**src/rtl/ixp_pkg.sv**
```systemverilog
package ixp_pkg;
    localparam int DATA_W  = 16;
    localparam int CFG_N   = 8;
    localparam int BUF_N   = 16;
    localparam int IDX_W   = $clog2(BUF_N);
    localparam int CFG_AW  = $clog2(CFG_N);
    localparam int SEL_BIT = IDX_W;

    localparam logic PTR_ADDR = 1'b0;
    localparam logic WIN_ADDR = 1'b1;

    typedef struct packed {
        logic             sel;
        logic [IDX_W-1:0] idx;
    } ptr_t;

    function automatic logic [DATA_W-1:0] ptr_to_word(input ptr_t p);
        logic [DATA_W-1:0] w;
        w = '0;
        w[SEL_BIT]     = p.sel;
        w[IDX_W-1:0]   = p.idx;
        return w;
    endfunction

    function automatic ptr_t word_to_ptr(input logic [DATA_W-1:0] w);
        ptr_t p;
        p.sel = w[SEL_BIT];
        p.idx = w[IDX_W-1:0];
        return p;
    endfunction
endpackage

```
**src/rtl/ixp_ptr.sv**
```systemverilog
module ixp_ptr
    import ixp_pkg::*;
(
    input  logic              clk,
    input  logic              rst,
    input  logic              ld,
    input  logic [DATA_W-1:0] ld_data,
    input  logic              step,
    output ptr_t              ptr
);
    always_ff @(posedge clk) begin
        if (rst) begin
            ptr <= '0;
        end else if (ld) begin
            ptr <= word_to_ptr(ld_data);
        end else if (step) begin
            ptr.idx <= ptr.idx + 1'b1;
        end
    end

    // every window access advances the index by one, wrapping at the top
    a_r3_index_step: assert property (@(posedge clk) disable iff (rst)
        (step && !ld) |=> (ptr.idx == IDX_W'($past(ptr.idx) + 1'b1)));

    // an idle cycle holds the pointer
    a_r8_ptr_hold: assert property (@(posedge clk) disable iff (rst)
        (!step && !ld) |=> $stable(ptr));

    // a pointer write lands both fields
    a_r2_ptr_load: assert property (@(posedge clk) disable iff (rst)
        ld |=> (ptr.sel == $past(ld_data[SEL_BIT])) && (ptr.idx == $past(ld_data[IDX_W-1:0])));
endmodule

```
**src/rtl/ixp_cfg_bank.sv**
```systemverilog
module ixp_cfg_bank
    import ixp_pkg::*;
(
    input  logic                         clk,
    input  logic                         rst,
    input  logic                         we,
    input  logic [CFG_AW-1:0]            waddr,
    input  logic [DATA_W-1:0]            wdata,
    output logic [CFG_N-1:0][DATA_W-1:0] regs
);
    for (genvar g = 0; g < CFG_N; g++) begin : g_word
        always_ff @(posedge clk) begin
            if (rst) begin
                regs[g] <= '0;
            end else if (we && (waddr == CFG_AW'(g))) begin
                regs[g] <= wdata;
            end
        end
    end

    // a configuration write reaches the addressed word
    a_r4_cfg_store: assert property (@(posedge clk) disable iff (rst)
        we |=> (regs[$past(waddr)] == $past(wdata)));
endmodule

```
**src/rtl/ixp_result_buf.sv**
```systemverilog
module ixp_result_buf
    import ixp_pkg::*;
#(
    parameter int NUM_ENG = 2
) (
    input  logic                      clk,
    input  logic                      rst,
    input  logic [NUM_ENG-1:0]        eng_valid,
    input  logic [NUM_ENG*IDX_W-1:0]  eng_idx,
    input  logic [NUM_ENG*DATA_W-1:0] eng_data,
    input  logic [IDX_W-1:0]          rd_idx,
    output logic [DATA_W-1:0]         rd_data
);
    localparam int TOP = NUM_ENG - 1;

    logic [BUF_N-1:0][DATA_W-1:0] mem;
    logic [BUF_N-1:0][DATA_W-1:0] wr_val;
    logic [BUF_N-1:0]             hit;

    // Per-entry winner: later (higher-numbered) ports override earlier ones
    always_comb begin
        hit    = '0;
        wr_val = mem;
        for (int p = 0; p < NUM_ENG; p++) begin
            if (eng_valid[p]) begin
                hit[eng_idx[p*IDX_W +: IDX_W]]    = 1'b1;
                wr_val[eng_idx[p*IDX_W +: IDX_W]] = eng_data[p*DATA_W +: DATA_W];
            end
        end
    end

    for (genvar e = 0; e < BUF_N; e++) begin : g_entry
        always_ff @(posedge clk) begin
            if (rst) begin
                mem[e] <= '0;
            end else if (hit[e]) begin
                mem[e] <= wr_val[e];
            end
        end
    end

    // Forward same-cycle engine data to the software read
    assign rd_data = hit[rd_idx] ? wr_val[rd_idx] : mem[rd_idx];

    // the highest-numbered port always lands its data
    a_r6_top_port_wins: assert property (@(posedge clk) disable iff (rst)
        eng_valid[TOP] |=> (mem[$past(eng_idx[TOP*IDX_W +: IDX_W])] ==
                            $past(eng_data[TOP*DATA_W +: DATA_W])));

    // with no engine write, the buffer holds
    a_r5_buf_hold: assert property (@(posedge clk) disable iff (rst)
        (eng_valid == '0) |=> $stable(mem));
endmodule

```
**src/rtl/ixp_window_port.sv**
```systemverilog
module ixp_window_port
    import ixp_pkg::*;
#(
    parameter int NUM_ENG = 2
) (
    input  logic                      clk,
    input  logic                      rst,
    input  logic                      bus_addr,
    input  logic                      bus_wr,
    input  logic                      bus_rd,
    input  logic [DATA_W-1:0]         bus_wdata,
    output logic [DATA_W-1:0]         bus_rdata,
    input  logic [NUM_ENG-1:0]        eng_valid,
    input  logic [NUM_ENG*IDX_W-1:0]  eng_idx,
    input  logic [NUM_ENG*DATA_W-1:0] eng_data
);
    ptr_t                         ptr;
    logic                         win_acc;
    logic                         ptr_ld;
    logic                         cfg_we;
    logic [CFG_N-1:0][DATA_W-1:0] cfg_regs;
    logic [DATA_W-1:0]            buf_rd;

    assign win_acc = (bus_addr == WIN_ADDR) && (bus_wr || bus_rd);
    assign ptr_ld  = (bus_addr == PTR_ADDR) && bus_wr;
    assign cfg_we  = (bus_addr == WIN_ADDR) && bus_wr && ptr.sel;

    ixp_ptr u_ptr (
        .clk     (clk),
        .rst     (rst),
        .ld      (ptr_ld),
        .ld_data (bus_wdata),
        .step    (win_acc),
        .ptr     (ptr)
    );

    ixp_cfg_bank u_cfg (
        .clk   (clk),
        .rst   (rst),
        .we    (cfg_we),
        .waddr (ptr.idx[CFG_AW-1:0]),
        .wdata (bus_wdata),
        .regs  (cfg_regs)
    );

    ixp_result_buf #(.NUM_ENG(NUM_ENG)) u_buf (
        .clk       (clk),
        .rst       (rst),
        .eng_valid (eng_valid),
        .eng_idx   (eng_idx),
        .eng_data  (eng_data),
        .rd_idx    (ptr.idx),
        .rd_data   (buf_rd)
    );

    always_comb begin
        bus_rdata = '0;
        if (bus_rd) begin
            if (bus_addr == PTR_ADDR) begin
                bus_rdata = ptr_to_word(ptr);
            end else if (ptr.sel) begin
                bus_rdata = cfg_regs[ptr.idx[CFG_AW-1:0]];
            end else begin
                bus_rdata = buf_rd;
            end
        end
    end

    // a window write in buffer mode leaves every configuration word alone
    a_r5_discard: assert property (@(posedge clk) disable iff (rst)
        (bus_wr && (bus_addr == WIN_ADDR) && !ptr.sel) |=> $stable(cfg_regs));

    // with the read strobe low the read bus stays at zero
    a_r2_idle_rdata: assert property (@(posedge clk) disable iff (rst)
        !bus_rd |-> (bus_rdata == '0));
endmodule

```
**config.mk**
```make
export PLATFORM = sky130hd
export DESIGN_NAME = ixp_window_port
export DESIGN_NICKNAME = d
export VERILOG_FILES = /design/src/rtl/ixp_pkg.sv /design/src/rtl/ixp_ptr.sv /design/src/rtl/ixp_cfg_bank.sv /design/src/rtl/ixp_result_buf.sv /design/src/rtl/ixp_window_port.sv
export SDC_FILE = /design/constraint.sdc
export NUM_CORES = 1
export LEC_CHECK = 0
export BUFFER_PORTS_ARGS = -buffer_cell sky130_fd_sc_hd__buf_2
export CORE_AREA = 2 2 311 313
export CTS_CLUSTER_DIAMETER = 50
export DETAILED_ROUTE_END_ITERATION = 12
export DIE_AREA = 0 0 313 315
export PLACE_DENSITY_LB_ADDON = 0.08
export RECOVER_POWER = 25
export SYNTH_ARGS = -nofsm -noshare
export SYNTH_HDL_FRONTEND = slang
export SYNTH_HIERARCHICAL = 1
export SYNTH_SLANG_ARGS = --single-unit
```
**constraint.sdc**
```tcl
create_clock -name clk -period 2.7 [get_ports clk]
set_clock_uncertainty 0.05 [all_clocks]
set_input_delay 0.135 -clock clk [delete_from_list [all_inputs] [get_ports clk]]
set_output_delay 0.135 -clock clk [all_outputs]
set_load 0.005 [all_outputs]
```
==> impl_metrics.env, run 1 <==
export IMPL_cts_num_sinks=389
export IMPL_synth_ff_type="sky130_fd_sc_hd__dfxtp_1"
export IMPL_rows=114
export IMPL_synth_simple_area_share_pct=21.94
export IMPL_p_comb_share_pct=19.4
export IMPL_die_area_mm2=0.09860
export IMPL_dr_first_iter_drc_count=2471
export IMPL_wl_per_cell_um=26.90
export IMPL_setup_viol=18
export IMPL_end_kind="output port"
export IMPL_post_place_cells=4572
export IMPL_place_port_buffers=78
export IMPL_synthAdderAreaFrac_pct=0.05290
export IMPL_grt_max_degree=104
export IMPL_antenna_violations_before_repair=4
export IMPL_failed_checks="max-capacitance violations, max-slew violations, negative setup slack"
export IMPL_fin_tns_setup_ns=-11.74
export IMPL_power_share_switching_pct=29.08
export IMPL_syn2layout_area_growth_pct=48.85
export IMPL_start_kind="flop"
export IMPL_clk_latency_ns=0.63
export IMPL_critical_path_cell_chain="xor2_4 > or3_4 > a32oi_2 > a22oi_2 > buf_12 > buf_12 > buf_8 > a221oi_2 > o211ai_1 > a22o_1 > o21ai_2 > a21oi_2 > buf_2"
export IMPL_grt_first_pass_wirelength_um=185100
export IMPL_layoutNonFillerInstCount=4803
export IMPL_run_status="finished with violations"
export IMPL_pint_mw=14.44
export IMPL_finish_net_count=3528
export IMPL_final_max_slew_violation_count=104
export IMPL_layout_worst_path_cycle_share_pct=130.4
export IMPL_clockRootBuffer="sky130_fd_sc_hd__clkbuf_16"
export IMPL_ys_seq_elements=389
export IMPL_post_dp_hpwl_um=92010
export IMPL_post_synth_mux_area_share_pct=17.98
export IMPL_cp_arrival_ns=3.34
export IMPL_synth_xor_area_share_pct=0.1852
export IMPL_path_common_cell="sky130_fd_sc_hd__buf_12"
export IMPL_dominant_combinational_cell_family_by_area_after_synthesis="simple AND/OR/NAND/NOR gates"
export IMPL_drt_pre_antenna_iters=6
export IMPL_detail_route_drc_violations=0
export IMPL_max_clock_path_buffers=3
export IMPL_synth_enable_flop_cells=0
export IMPL_viasPerCell=5.395
export IMPL_drtAntennaViolNets=0
export IMPL_async_reset_ff_share_pct=0
export IMPL_synth_compound_area_share_pct=20.47
export IMPL_yosys_warnings=6
export IMPL_multiInputGateArea_mm2=0.01497
export IMPL_layout_drive_gt1_share_pct=34.17
export IMPL_dieHeight_um=315
export IMPL_clock_power_share_pct=51.3
export IMPL_max_slew_worst_pin_slew_ns=1.591
export IMPL_grt_setup_unrepaired="yes"
export IMPL_cp_slowest_cell="sky130_fd_sc_hd__or3_4"
export IMPL_seq_area_frac_synth_pct=32.93
export IMPL_ys_types=86
export IMPL_vias_after_detailed_routing=25910
export IMPL_power_ir_vdd_worst_mv=0.3983
export IMPL_cellLeakagePower_nw=14.51
export IMPL_critical_path_peak_fanout=5
export IMPL_fp_dieW_um=313
export IMPL_total_switching_power_mw=5.922
export IMPL_floorplan_initialDensity_pct=24.71
export IMPL_final_seq_area_mm2=0.007799
export IMPL_seq_power_share_pct=29.3
export IMPL_critPathMaxStageDelay_ns=0.40
export IMPL_postSynthAreaPerCell_um2=8.411
export IMPL_slew_headroom_pct=-6.095
export IMPL_total_clock_buffers_created_by_cts=77
export IMPL_synth_fp_nets=2876
export IMPL_global_route_usage_total_pct=25.53
export IMPL_clk_transition_reported_paths_ns=0.04
export IMPL_max_cap_violations=1
export IMPL_n_antenna_cell=0
export IMPL_final_fill_count=9663
export IMPL_worst_endpoint_required_ns=2.52
export IMPL_num_io_pins=79
export IMPL_fp_coreArea_mm2=0.09571
export IMPL_grt_pass1_vias=26000
export IMPL_cts_tree="done"
export IMPL_critical_path_class="flop to output port"
export IMPL_htree_num_levels=3
export IMPL_gp_congestion=0.9365
export IMPL_netlist_area_mm2=0.02365
export IMPL_place_worst_setup_slack_ns=-1.132
export IMPL_routed_wl_um=129200
export IMPL_global_route_overflow_total=0
export IMPL_hold_path_class="primary input to flop"
export IMPL_crit_path_time_final_ns=3.521
export IMPL_fmax_mhz=284.0
export IMPL_syn_inst=2812
export IMPL_p_per_area_mw_per_mm2=578.4
export IMPL_worst_slack_ns=-0.8211
export IMPL_timing_final_hold_violations=0
flip-flops by register name, indices dropped and copies added (netlist names):
name        flops
u_buf/mem     256
u_cfg/regs    128
u_ptr/ptr       5
worst max-delay path, delay by kind of cell (launching register included):
family	cells	cell delay, ns
XOR/XNOR	1	0.17
AO/OA/AOI/OAI	7	1.19
buffers and inverters	4	0.56
AND/OR/NAND/NOR	1	0.40
flip-flops	1	0.37
cell families after synthesis:
| group | count (synthesis) |
|---|---|
| XOR/XNOR | 5 |
| flip-flops | 389 |
| adder cells (fa/ha/maj) | 1 |
| multiplexers | 354 |
| buffers and inverters | 343 |
| AND/OR/NAND/NOR | 1005 |
| AO/OA/AOI/OAI | 715 |
per-stage QoR:
stage | util, % | area, um^2 | total power [mW] | hold slack [ns]
floorplan | - | 23650 | 7.560 | 0.1574
global placement | 32.02 | 30650 | 9.383 | 0.3707
detailed placement | 32.02 | 30650 | 9.389 | 0.3893
CTS | 36.36 | 34800 | 20.33 | 0.00005840
global route | 36.78 | 35210 | 21.01 | 0.03259
finish | 36.78 | 35210 | 20.36 | 0.02901
worst paths after layout:
kind | slack (ns) | cells past startpoint | endpoint | startpoint
worst max-delay path | -0.82 | 13 | bus_rdata[15] | u_ptr/ptr[0]
worst min register to register | 0.42 | 2 | u_cfg/regs[111] | u_cfg/regs[111]
worst min-delay path | 0.03 | 4 | u_buf/mem[200] | eng_data[24]
worst max register to register | 0.40 | 7 | u_cfg/regs[3] | u_ptr/ptr[0]
layer usage:
metal,up-vias,wire [um],GRT usage [%]
li1,11660,-,-
met1,12970,57260,34.11
met2,1019,57620,40.79
met3,263,8678,4.256
met4,0,5638,10.46
met5,-,0,0
cells in the final DEF, fill, tap and decap left out, drive strengths merged, types with 9 or more instances in the layout:
cell type / n
nor2: 220
a31oi: 110
o211ai: 14
a311oi: 39
a221oi: 10
and2: 138
a2111oi: 9
a22oi: 17
a21oi: 69
and3: 29
clkbuf: 102
nor2b: 17
dlygate4sd3: 49
nand3: 121
nand2b: 153
nand2: 169
o31ai: 15
mux2: 43
a32oi: 10
nor3: 102
buf: 847
mux2i: 259
inv: 17
o21ai: 187
a211oi: 102
a22o: 27
dfxtp: 389
mux4: 52
o22ai: 20
clkinv: 20
a221o: 15
bufinv: 13
area by class of cell:
cell class | count | share of cell area [%]
timing repair buffer | 905 | 22.82
sequential | 389 | 22.15
inverter | 11 | 0.1279
multi-input combinational | 2080 | 42.52
clock inverter | 46 | 1.855
clock buffer | 96 | 5.992
tap | 1276 | 4.535
power by group through the flow:
stage	logic [mW]	registers (mW)	clock network [mW]
global route	4.11	5.96	10.9
CTS	3.72	5.96	10.7
floorplan	1.52	6.04	0
global placement	3.32	6.07	0
detailed placement	3.32	6.07	0
finish	3.95	5.96	10.5
what timing repair did:
action,4_1_cts,5_1_grt
gates cloned,5,3
hold endpoints to repair,163,0
hold buffers,49,0
gates resized for setup,126,46
endpoints found under the setup margin,16,16
pin swaps,33,16
setup buffers,23,16
Yosys cell counts, types with 8 or more instances:
| cell | count | area, um^2 |
|---|---|---|
| sky130_fd_sc_hd__dfxtp_1 | 389 | 7787 |
| sky130_fd_sc_hd__mux2i_1 | 259 | 2592 |
| sky130_fd_sc_hd__nor2_1 | 216 | 810.8 |
| sky130_fd_sc_hd__clkbuf_1 | 207 | 777.0 |
| sky130_fd_sc_hd__o21ai_0 | 186 | 930.9 |
| sky130_fd_sc_hd__nand2_1 | 167 | 626.9 |
| sky130_fd_sc_hd__nand2b_1 | 153 | 957.2 |
| sky130_fd_sc_hd__and2_1 | 137 | 857.1 |
| sky130_fd_sc_hd__nand3_1 | 118 | 590.6 |
| sky130_fd_sc_hd__a31oi_1 | 110 | 688.2 |
| sky130_fd_sc_hd__a211oi_1 | 102 | 765.7 |
| sky130_fd_sc_hd__nor3_1 | 101 | 505.5 |
| sky130_fd_sc_hd__a21oi_1 | 69 | 345.3 |
| sky130_fd_sc_hd__buf_2 | 61 | 305.3 |
| sky130_fd_sc_hd__mux4_2 | 52 | 1171 |
| sky130_fd_sc_hd__a311oi_1 | 39 | 341.6 |
| sky130_fd_sc_hd__mux2_2 | 39 | 439.2 |
| sky130_fd_sc_hd__buf_1 | 36 | 135.1 |
| sky130_fd_sc_hd__and3_1 | 29 | 181.4 |
| sky130_fd_sc_hd__a22o_1 | 27 | 236.5 |
| sky130_fd_sc_hd__o22ai_1 | 20 | 125.1 |
| sky130_fd_sc_hd__a22oi_1 | 17 | 127.6 |
| sky130_fd_sc_hd__nor2b_1 | 17 | 106.4 |
| sky130_fd_sc_hd__buf_4 | 16 | 120.1 |
| sky130_fd_sc_hd__a221o_1 | 15 | 150.1 |
| sky130_fd_sc_hd__o31ai_1 | 15 | 112.6 |
| sky130_fd_sc_hd__o211ai_1 | 14 | 105.1 |
| sky130_fd_sc_hd__a221oi_1 | 10 | 87.58 |
| sky130_fd_sc_hd__a32oi_1 | 10 | 87.58 |
| sky130_fd_sc_hd__inv_1 | 10 | 37.54 |
| sky130_fd_sc_hd__a2111oi_0 | 9 | 78.83 |
| sky130_fd_sc_hd__buf_6 | 9 | 101.4 |
| sky130_fd_sc_hd__a211o_1 | 8 | 70.07 |
Power figures use the tool's default switching activity.
==> inputs of run 2 (changes only) <==
CELL_PAD_IN_SITES_DETAIL_PLACEMENT = 2   (was unset)
CELL_PAD_IN_SITES_GLOBAL_PLACEMENT = 2   (was unset)
==> run 2 against run 1 <==
The run ends with negative hold slack, max-capacitance violations, max-slew violations, negative setup slack left; first-iteration DRC count shrank 39%; setup slack lost 0.23 ns; clock power grew 15%.
==> impl_metrics.env, run 2 (same netlist as run 1, synthesis figures left out) <==
export IMPL_grt_setup_unrepaired="yes"
export IMPL_max_clock_path_buffers=3
export IMPL_place_port_buffers=78
export IMPL_vias_after_detailed_routing=26060
export IMPL_final_core_utilization_pct=36.28
export IMPL_run_status="finished with violations"
export IMPL_fmax_mhz=266.3
export IMPL_critical_path_cell_chain="xor2_4 > o31a_1 > a32oi_2 > a22o_1 > buf_12 > buf_12 > mux4_2 > a22o_1 > o21ai_1 > buf_4 > a21oi_2 > buf_2"
export IMPL_setup_worst_path_start="u_ptr/ptr[0]"
export IMPL_htree_num_levels=3
export IMPL_syn2layout_area_growth_pct=46.82
export IMPL_finish_net_count=3478
export IMPL_largest_register_ffs=256
export IMPL_hold_path_class="primary input to flop"
export IMPL_detail_route_drc_violations=0
export IMPL_finalInstanceArea_mm2=0.03472
export IMPL_slew_headroom_pct=-12.82
export IMPL_num_io_pins=79
export IMPL_layout_worst_path_cycle_share_pct=139.1
export IMPL_p_comb_share_pct=17.2
export IMPL_register_to_register_path_depth=8
export IMPL_setup_worst_path_end="bus_rdata[15]"
export IMPL_die_area_mm2=0.09860
export IMPL_critical_path_peak_fanout=5
export IMPL_worst_reg2reg_path_endpoint="u_ptr/ptr[1]"
export IMPL_critPathMaxStageDelay_ns=0.58
export IMPL_worst_endpoint_required_ns=2.52
export IMPL_fp_coreArea_mm2=0.09571
export IMPL_final_max_slew_violation_count=119
export IMPL_worst_hold_slack_ns=-0.01288
export IMPL_crit_buf_inv=4
export IMPL_post_dp_hpwl_um=101500
export IMPL_global_route_usage_total_pct=28.02
export IMPL_dieHeight_um=315
export IMPL_wl_per_cell_um=29.63
export IMPL_grt_first_pass_wirelength_um=203900
export IMPL_total_switching_power_mw=6.332
export IMPL_placement_cell_area_mm2=0.03044
export IMPL_setup_viol=53
export IMPL_cp_top_family="compound AO/OA/AOI/OAI gates"
export IMPL_worst_slack_ns=-1.055
export IMPL_cp_slowest_cell="sky130_fd_sc_hd__mux4_2"
export IMPL_total_clock_buffers_created_by_cts=88
export IMPL_drt_pre_antenna_iters=5
export IMPL_start_kind="flop"
export IMPL_antenna_violations_before_repair=4
export IMPL_grt_max_degree=99
export IMPL_top_register="u_buf/mem"
export IMPL_fin_tns_setup_ns=-20.58
export IMPL_rows=114
export IMPL_clk_transition_reported_paths_ns=0.05
export IMPL_max_cap_violations=2
export IMPL_power_share_switching_pct=29.09
export IMPL_cellLeakagePower_nw=14.31
export IMPL_dr_first_iter_drc_count=1506
export IMPL_routed_wl_um=141100
export IMPL_cts_tree="done"
export IMPL_failed_checks="negative hold slack, max-capacitance violations, max-slew violations, negative setup slack"
export IMPL_cts_num_sinks=389
export IMPL_p_per_area_mw_per_mm2=626.7
export IMPL_levels_on_crit_path=12
export IMPL_gp_congestion=0.8960
export IMPL_commonest_non_fill_non_tap_cells_in_the_layout="635 x sky130_fd_sc_hd__buf_4, 386 x sky130_fd_sc_hd__dfxtp_1, 259 x sky130_fd_sc_hd__mux2i_1"
export IMPL_max_slew_worst_pin_slew_ns=1.692
export IMPL_cp_arrival_ns=3.57
export IMPL_power_ir_vdd_worst_mv=0.4485
export IMPL_end_kind="output port"
export IMPL_grt_pass1_vias=28780
export IMPL_drtAntennaViolNets=0
export IMPL_largest_regs="u_buf/mem (256), u_cfg/regs (128), u_ptr/ptr (5)"
export IMPL_viasPerCell=5.471
export IMPL_floorplan_initialDensity_pct=24.71
export IMPL_timing_final_hold_violations=1
export IMPL_total_power_mw=21.76
export IMPL_clk_latency_ns=0.67
export IMPL_global_route_overflow_total=0
export IMPL_clockRootBuffer="sky130_fd_sc_hd__clkbuf_16"
export IMPL_layout_commonest_cell="sky130_fd_sc_hd__buf_4"
export IMPL_crit_path_time_final_ns=3.755
export IMPL_fp_dieW_um=313
export IMPL_clock_power_share_pct=55.4
export IMPL_pint_mw=15.43
export IMPL_critical_path_class="flop to output port"
export IMPL_seq_power_share_pct=27.4
export IMPL_reg2reg_setup_slack_ns=0.25
export IMPL_layout_drive_gt1_share_pct=32.83
export IMPL_worstReg2RegStart="u_ptr/ptr[0]"
[run 2: worst min-delay path by stage]
| stage | from | endpoint | depth (start not counted) |
|---|---|---|---|
| after floorplan | rst | u_ptr/ptr[0] | 1 |
| after global placement | bus_wdata[4] | u_ptr/ptr[4] | 3 |
| after detailed placement | bus_wdata[4] | u_ptr/ptr[4] | 3 |
| after CTS | eng_data[23] | u_buf/mem[39] | 4 |
| after global routing | eng_data[27] | u_buf/mem[107] | 4 |
| final | eng_data[27] | u_buf/mem[107] | 4 |
[run 2: area by class of cell]
cell class	count	area, um^2
Timing Repair Buffer	844	7263
Multi-Input combinational cell	2080	14760
Sequential cell	389	7799
Clock inverter	53	835.8
Tap cell	1276	1597
Inverter	11	48.80
Clock buffer	108	2419
Antenna cell	2	5.005
Fill cell	10490	60980
[run 2: through the flow]
step | worst slack (ns) | hold slack, ns | instances
4_1_cts | -1.070 | 0.005356 | 4754
2_1_floorplan | 0.002381 | 0.1574 | 2812
3_3_place_gp | -1.036 | 0.3587 | 4545
5_1_grt | -1.077 | 0.04127 | 4762
3_5_place_dp | -1.057 | 0.4199 | 4545
6_report | -1.055 | -0.01288 | 4763
[run 2: worst register-to-register path: cells and delay by family (launching register included)]
kind	cells	cell delay, ns
adders and majority gates	1	0.26
muxes	2	0.45
and+or+nand+nor	1	0.17
buffers and inverters	4	0.81
DFF	1	0.42
[run 2: timing repair]
action,in CTS,in global routing
gates resized for setup,81,36
hold endpoints to repair,152,0
pin swaps,17,20
setup buffers,11,8
hold buffers,37,0
gates cloned,1,2
endpoints found under the setup margin,17,16
[run 2: power groups by stage]
stage / Sequential, mW / Combinational, mW / Clock, mW
3_5_place_dp: 6.07 / 3.42 / 0
3_3_place_gp: 6.06 / 3.37 / 0
5_1_grt: 5.97 / 3.90 / 12.6
4_1_cts: 5.96 / 3.62 / 12.3
2_1_floorplan: 6.04 / 1.52 / 0
6_report: 5.96 / 3.74 / 12.1
[run 2: per-layer routing]
| layer | up-vias | wire (um) | track usage [%] | part of all wire [%] |
|---|---|---|---|---|
| li1 | 11560 | - | - | - |
| met1 | 13600 | 63680 | 36.61 | 45 |
| met2 | 660 | 65490 | 46.25 | 46 |
| met3 | 234 | 6437 | 4.131 | 4.6 |
| met4 | 2 | 5501 | 11.33 | 3.9 |
| met5 | - | 13 | 0 | 0.0092 |
